**src/rtl/i2c_rb_pkg.sv**
```systemverilog
package i2c_rb_pkg;

  typedef enum logic [2:0] {
    ST_IDLE,
    ST_DEVADR,
    ST_WORDADR,
    ST_WRDATA,
    ST_ACK,
    ST_TX,
    ST_HOSTACK
  } ctrlState_t;

  // One-cycle strobes from control to datapath
  typedef struct packed {
    logic shiftRx;
    logic setPtr;
    logic wrReg;
    logic loadTx;
    logic shiftTx;
    logic takeSnap;
  } dpStrobe_t;

endpackage

```
**src/rtl/i2c_rb_ctrl.sv**
```systemverilog
module i2c_rb_ctrl
  import i2c_rb_pkg::*;
#(
  parameter logic [6:0] DEV_ADDR = 7'h51
) (
  input  logic       clk,
  input  logic       rstN,
  input  logic       sclIn,
  input  logic       sdaIn,
  input  logic [7:0] rxByte,
  input  logic       txMsb,
  output dpStrobe_t  str,
  output logic       sdaBit,
  output logic       sdaOe
);

  localparam int CW = 4;

  logic [1:0] sclSy, sdaSy;
  logic sclS, sdaS, sclD, sdaD;
  logic startC, stopC, sclRise, sclFall;
  ctrlState_t state, afterAck;
  logic [CW-1:0] cnt;
  logic hostAcked;
  logic rxState, byteDone, addrHit;

  always_ff @(posedge clk or negedge rstN) begin
    if (!rstN) begin
      sclSy <= 2'b11;
      sdaSy <= 2'b11;
      sclD  <= 1'b1;
      sdaD  <= 1'b1;
    end else begin
      sclSy <= {sclSy[0], sclIn};
      sdaSy <= {sdaSy[0], sdaIn};
      sclD  <= sclSy[1];
      sdaD  <= sdaSy[1];
    end
  end

  assign sclS    = sclSy[1];
  assign sdaS    = sdaSy[1];
  assign sdaBit  = sdaS;
  assign startC  = sclS & sclD & sdaD & ~sdaS;
  assign stopC   = sclS & sclD & ~sdaD & sdaS;
  assign sclRise = sclS & ~sclD;
  assign sclFall = ~sclS & sclD;

  assign rxState  = (state == ST_DEVADR) || (state == ST_WORDADR) || (state == ST_WRDATA);
  assign byteDone = rxState && sclFall && (cnt == CW'(8));
  assign addrHit  = (rxByte[7:1] == DEV_ADDR);

  always_ff @(posedge clk or negedge rstN) begin
    if (!rstN) begin
      state     <= ST_IDLE;
      afterAck  <= ST_IDLE;
      cnt       <= '0;
      hostAcked <= 1'b0;
    end else if (startC) begin
      state <= ST_DEVADR;
      cnt   <= '0;
    end else if (stopC) begin
      state <= ST_IDLE;
    end else begin
      case (state)
        ST_DEVADR, ST_WORDADR, ST_WRDATA: begin
          if (sclRise) cnt <= cnt + 1'b1;
          if (byteDone) begin
            if (state == ST_DEVADR) begin
              if (addrHit) begin
                state    <= ST_ACK;
                afterAck <= rxByte[0] ? ST_TX : ST_WORDADR;
              end else begin
                state <= ST_IDLE;
              end
            end else begin
              state    <= ST_ACK;
              afterAck <= ST_WRDATA;
            end
          end
        end
        ST_ACK: begin
          if (sclFall) begin
            state <= afterAck;
            cnt   <= '0;
          end
        end
        ST_TX: begin
          if (sclFall) begin
            if (cnt == CW'(7)) state <= ST_HOSTACK;
            else cnt <= cnt + 1'b1;
          end
        end
        ST_HOSTACK: begin
          if (sclRise) hostAcked <= ~sdaS;
          if (sclFall) begin
            state <= hostAcked ? ST_TX : ST_IDLE;
            cnt   <= '0;
          end
        end
        default: state <= ST_IDLE;
      endcase
    end
  end

  always_comb begin
    str          = '0;
    str.shiftRx  = rxState && sclRise;
    str.takeSnap = byteDone && (state == ST_DEVADR) && addrHit && rxByte[0];
    str.setPtr   = byteDone && (state == ST_WORDADR);
    str.wrReg    = byteDone && (state == ST_WRDATA);
    str.loadTx   = sclFall && !startC && !stopC &&
                   (((state == ST_ACK) && (afterAck == ST_TX)) ||
                    ((state == ST_HOSTACK) && hostAcked));
    str.shiftTx  = sclFall && (state == ST_TX) && (cnt != CW'(7));
  end

  always_comb begin
    case (state)
      ST_ACK:  sdaOe = 1'b1;
      ST_TX:   sdaOe = ~txMsb;
      default: sdaOe = 1'b0;
    endcase
  end

  AST_OE_STEADY_SCL_HIGH: assert property (@(posedge clk) disable iff (!rstN)
    (sclS && sclD) |-> $stable(sdaOe));
  AST_HOSTACK_RELEASED: assert property (@(posedge clk) disable iff (!rstN)
    (state == ST_HOSTACK) |-> !sdaOe);
  AST_STROBE_EXCLUSIVE: assert property (@(posedge clk) disable iff (!rstN)
    $onehot0(str));
  AST_RX_COUNT_RANGE: assert property (@(posedge clk) disable iff (!rstN)
    rxState |-> (cnt <= CW'(8)));

endmodule

```
**src/rtl/i2c_rb_data.sv**
```systemverilog
module i2c_rb_data
  import i2c_rb_pkg::*;
#(
  parameter int AW         = 4,
  parameter int TIME_BASE  = 2,
  parameter int TIME_BYTES = 7
) (
  input  logic                      clk,
  input  logic                      rstN,
  input  dpStrobe_t                 str,
  input  logic                      sdaBit,
  input  logic [TIME_BYTES*8-1:0]   timeNow,
  output logic [7:0]                rxByte,
  output logic                      txMsb,
  output logic [(1<<AW)*8-1:0]      regsOut
);

  localparam int REGS = 1 << AW;
  localparam int SW   = (TIME_BYTES > 1) ? $clog2(TIME_BYTES) : 1;
  localparam logic [AW:0] T_LO = (AW+1)'(TIME_BASE);
  localparam logic [AW:0] T_HI = (AW+1)'(TIME_BASE + TIME_BYTES);

  logic [7:0] regs [REGS];
  logic [7:0] snap [TIME_BYTES];
  logic [AW-1:0] ptr;
  logic [7:0] rxSh, txSh, rdData;
  logic [AW:0] snapOff;
  logic inTime;

  assign snapOff = {1'b0, ptr} - T_LO;
  assign inTime  = ({1'b0, ptr} >= T_LO) && ({1'b0, ptr} < T_HI);
  assign rdData  = inTime ? snap[snapOff[SW-1:0]] : regs[ptr];
  assign rxByte  = rxSh;
  assign txMsb   = txSh[7];

  always_ff @(posedge clk or negedge rstN) begin
    if (!rstN) begin
      rxSh <= '0;
      txSh <= '0;
      ptr  <= '0;
      for (int i = 0; i < REGS; i++) regs[i] <= '0;
    end else begin
      if (str.shiftRx) rxSh <= {rxSh[6:0], sdaBit};
      if (str.setPtr)  ptr  <= rxSh[AW-1:0];
      if (str.wrReg) begin
        regs[ptr] <= rxSh;
        ptr       <= ptr + 1'b1;
      end
      if (str.loadTx) begin
        txSh <= rdData;
        ptr  <= ptr + 1'b1;
      end
      if (str.shiftTx) txSh <= {txSh[6:0], 1'b0};
    end
  end

  for (genvar g = 0; g < TIME_BYTES; g++) begin : gSnap
    always_ff @(posedge clk or negedge rstN) begin
      if (!rstN) snap[g] <= '0;
      else if (str.takeSnap) snap[g] <= timeNow[g*8 +: 8];
    end
  end

  for (genvar r = 0; r < REGS; r++) begin : gOut
    assign regsOut[r*8 +: 8] = regs[r];
  end

  AST_PTR_WRAP: assert property (@(posedge clk) disable iff (!rstN)
    ((str.loadTx || str.wrReg) && (ptr == '1)) |=> (ptr == '0));

endmodule

```
**src/rtl/i2c_regbank_target.sv**
```systemverilog
module i2c_regbank_target
  import i2c_rb_pkg::*;
#(
  parameter logic [6:0] DEV_ADDR   = 7'h51,
  parameter int         AW         = 4,
  parameter int         TIME_BASE  = 2,
  parameter int         TIME_BYTES = 7
) (
  input  logic                    clk,
  input  logic                    rstN,
  input  logic                    sclIn,
  input  logic                    sdaIn,
  output logic                    sdaOe,
  input  logic [TIME_BYTES*8-1:0] timeNow,
  output logic [(1<<AW)*8-1:0]    regsOut
);

  dpStrobe_t str;
  logic [7:0] rxByte;
  logic txMsb, sdaBit;

  i2c_rb_ctrl #(.DEV_ADDR(DEV_ADDR)) uCtrl (
    .clk(clk), .rstN(rstN), .sclIn(sclIn), .sdaIn(sdaIn),
    .rxByte(rxByte), .txMsb(txMsb), .str(str), .sdaBit(sdaBit), .sdaOe(sdaOe)
  );

  i2c_rb_data #(.AW(AW), .TIME_BASE(TIME_BASE), .TIME_BYTES(TIME_BYTES)) uData (
    .clk(clk), .rstN(rstN), .str(str), .sdaBit(sdaBit), .timeNow(timeNow),
    .rxByte(rxByte), .txMsb(txMsb), .regsOut(regsOut)
  );

endmodule

```
**config.mk**
```make
export PLATFORM = sky130hd
export DESIGN_NAME = i2c_regbank_target
export DESIGN_NICKNAME = d
export VERILOG_FILES = /design/src/rtl/i2c_rb_pkg.sv /design/src/rtl/i2c_rb_ctrl.sv /design/src/rtl/i2c_rb_data.sv /design/src/rtl/i2c_regbank_target.sv
export SDC_FILE = /design/constraint.sdc
export NUM_CORES = 1
export LEC_CHECK = 0
export BUFFER_PORTS_ARGS = -buffer_cell sky130_fd_sc_hd__buf_2
export CAP_MARGIN = 20
export CORE_MARGIN = 2
export CORE_UTILIZATION = 43
export CTS_BUF_LIST = sky130_fd_sc_hd__clkbuf_8 sky130_fd_sc_hd__clkbuf_16
export DETAILED_ROUTE_END_ITERATION = 10
export SYNTH_ARGS = -nofsm -noshare
export SYNTH_HDL_FRONTEND = slang
export SYNTH_SLANG_ARGS = --single-unit
export TNS_END_PERCENT = 30
```
**constraint.sdc**
```tcl
create_clock -name clk -period 6.3 [get_ports clk]
set_input_delay 0.63 -clock clk [delete_from_list [all_inputs] [get_ports clk]]
set_output_delay 0.63 -clock clk [all_outputs]
set_load 0.02 [all_outputs]
```
==> results.cfg <==
[outcome]
status = finished, final reports clean

[synth]
yosys.area.top_type = dfrtp_1
ys_seq_elements = 221
synth_common_cells = 215 x dfrtp_1, 195 x mux2_2, 29 x o21ai_0
synth_xor_area_frac = 0
synth-compound-area-share = 0.0594
avgSynthCellArea_sq_um = 14.0
synth_edf_count = 0
yosys.area_share.simple = 0.0643
ys_warn_count = 0
netlist_area_sq_um = 10100
synthArstFlopShare = 1.00
synth.most_common_cell = dfrtp_1
synth_top_area_share = 0.533
syn_nets = 787
synth_top_family_by_area = multiplexers
syn_inst = 719
synth_area_leaders = dfrtp_1 53%, mux2_2 22%, mux4_2 6.0%, mux2i_1 1.8%, dfstp_2 1.6%
synthDistinctLibCells = 50
synthMuxAreaShare = 0.296
ys_seq_area_frac = 0.548
synth_flop_cell = dfrtp_1
synth_fa_ha_area_frac = 0.00991

[grt]
antenna_found_initial = 0
grt_pass1_vias = 6679
grt_use_total = 0.209
grt-ovfl-total = 0
grt_max_degree = 116
grt_pass1_wl_um = 39600

[pwr]
peakVddDrop_uv = 198
p_leak_uw = 0.00595
power.density_nw_per_um2 = 258
power.total_uw = 3130

[final_layout]
final_layout_size_suffix_gt1_frac = 0.524
final_util = 0.522
fill_cells = 2073
syn_to_final_growth_pct = 20.2
antenna_cells = 0
nets = 961

[route]
routed_wl_um = 26000
vias = 6742
drtIter0Drc = 427
via_per_inst = 5.49
wl_per_cell_um = 21.1
drtAntennaViolNets = 0
drt-pass1-iter-count = 4
drc = 0

[critical_path]
timing.rr.start = uData.ptr[1]
rr_worst_depth = 7
setup.worst_path.start_class = register
slowest_delay_ns = 0.78
critPathSlowestCell = dfrtp_2
worstPathMaxFanout = 32
cp_num_cells = 7
crit_type = register to register
cp-startpoint = uData.ptr[1]
r2r_end = uData.txSh[2]
crit_top_cell = o21ai_0
cp_top_family = compound AO/OA/AOI/OAI gates
rrSetupSlack_ns = 3.32
required_ns = 6.69
crit_chain = buf_4 -> ha_1 -> a31oi_1 -> o21ai_0 -> a311o_1 -> a221oi_1 -> o21ai_0
cp-endpoint = uData.txSh[2]
critical_path_buf_inv_count = 1
critical_path_arrival_ns = 3.37
crit_path_end_kind = register

[cts]
clkSinkCount = 221
cts_hold_buf = 0
post_cts_resized = 0
cts_setup_buffers = 0
htree_levels = 1
worstSkewPairLatency_ns = 0.52
clk_pin_slew_ns = 0.06
numCtsBuffers = 25
cts_tree = done
cts_max_path_buffers = 3
cts-root-buf = clkbuf_16

[sta]
relSlewSlack = 0.395
hold_viol = 0
finalCritPeriodShare = 0.474
setup_slack_ns = 3.32
period_minus_slack_ns = 2.98
slew_violations = 0
tightest_slew_ns = 0.907
fmax_mhz = 335
setup_viol = 0
skew_ns = 0.0172
rsz0062_at_grt = no
finalSetupTns_ns = 0

[floorplan]
die_x_um = 157
fp-row-count = 56
die_height_um = 157
start_util = 0.434
dieArea_sq_um = 24700
io-pin-count = 189
core_sq_um = 23300

[placement]
place_hpwl_um = 17700
gp_congestion = 0.852
io_buffer_count = 188
place_ws_ns = 3.34

[run]
cap_violations = 0

[worst_hold_path]
hold_path_class = primary input to asynchronous set/reset pin
-- flip-flops by register name (all words and copies together), names as in the netlist --
| signal | cells |
|---|---|
| uData.snap | 56 |
| uCtrl.sclD | 1 |
| uCtrl.state | 3 |
| uData.txSh | 8 |
| uData.regsOut | 128 |
| uCtrl.hostAcked | 1 |
| uData.ptr | 4 |
| uData.rxByte | 8 |
| uCtrl.sdaSy | 2 |
| uCtrl.afterAck | 3 |
| uCtrl.sclSy | 2 |
| uCtrl.sdaD | 1 |
| uCtrl.cnt | 4 |
-- cell type report --
| type | count | area (sq um) | share of cell area |
|---|---|---|---|
| well taps | 319 | 399 | 0.0329 |
| repair buffers | 192 | 993 | 0.0819 |
| multi-input cells | 444 | 4330 | 0.357 |
| flip-flops and latches | 221 | 5540 | 0.457 |
| inverters | 9 | 33.8 | 0.00278 |
| clock buffers | 33 | 736 | 0.0606 |
| clock inverters | 11 | 100 | 0.00825 |
-- worst min path at each step --
stage	startpoint	end	slack, ns	cells after the start
2_1_floorplan	rstN	uCtrl.afterAck[0]	0.33	0
3_3_place_gp	uCtrl.sclSy[0]	uCtrl.sclSy[1]	0.35	0
3_5_place_dp	uCtrl.sdaSy[0]	uCtrl.sdaSy[1]	0.35	0
4_1_cts	rstN	uData.snap[17]	0.20	1
5_1_grt	sclIn	uCtrl.sclSy[0]	0.21	1
6_report	rstN	uData.snap[17]	0.14	1
-- per-stage QoR --
stage	cells	hold slack, ns	area [sq um]
3_3_place_gp	1185	0.348	11300
6_report	1229	0.142	12100
5_1_grt	1229	0.207	12100
4_1_cts	1229	0.198	12100
3_5_place_dp	1185	0.348	11300
2_1_floorplan	719	0.334	10100
-- worst register-to-register path: stages, from the launching register on --
cell      delay, ns
dfrtp_2        0.78
buf_4          0.53
ha_1           0.50
a31oi_1        0.21
o21ai_0        0.12
a311o_1        0.39
a221oi_1       0.23
o21ai_0        0.11
-- metal layers --
layer | up-vias | global-route usage | routed length, um
li1 | 3015 | - | -
met1 | 3482 | 0.297 | 11600
met2 | 203 | 0.332 | 12300
met3 | 42 | 0.0377 | 1420
met4 | 0 | 0.0554 | 685
met5 | - | 0 | 0
-- power breakdown --
part	internal [uW]	total [uW]	switching (uW)
Sequential	1460	1530	77.0
Clock	893	1470	574
Combinational	61.7	124	62.7
Total	2410	3130	714
-- cells by family after synthesis --
| logic type | Yosys count |
|---|---|
| muxes | 240 |
| DFF | 221 |
| buffers and inverters | 54 |
| AOI/OAI and AO/OA | 90 |
| adders and majority gates | 8 |
| and+or+nand+nor | 106 |
-- placed cells by master, fill, tap and decap left out, drive strengths merged, types with 2 or more instances in the layout --
| master | synthesis | layout |
|---|---|---|
| a32oi | 2 | 2 |
| nor4 | 2 | 2 |
| a311o | 5 | 5 |
| inv | 9 | 13 |
| mux2i | 18 | 18 |
| nor2b | 7 | 7 |
| ha | 8 | 8 |
| and3 | 4 | 4 |
| o211ai | 4 | 4 |
| dfrtp | 215 | 215 |
| a211oi | 6 | 6 |
| dfstp | 6 | 6 |
| a22o | 4 | 4 |
| a221oi | 5 | 5 |
| a31oi | 8 | 8 |
| a22oi | 3 | 3 |
| nand2 | 23 | 23 |
| mux4 | 27 | 27 |
| mux2 | 195 | 195 |
| nand3 | 8 | 8 |
| nor2 | 18 | 18 |
| nand3b | 4 | 4 |
| o2111ai | 2 | 2 |
| o21ai | 30 | 30 |
| bufinv | 0 | 2 |
| a21oi | 12 | 12 |
| nand4 | 2 | 2 |
| and2 | 4 | 4 |
| o2bb2ai | 3 | 3 |
| clkbuf | 24 | 33 |
| nand4b | 2 | 2 |
| buf | 21 | 192 |
| clkinv | 0 | 5 |
| nand2b | 16 | 16 |
| nor3 | 10 | 10 |
No activity file was read; power rests on OpenSTA's default activity.
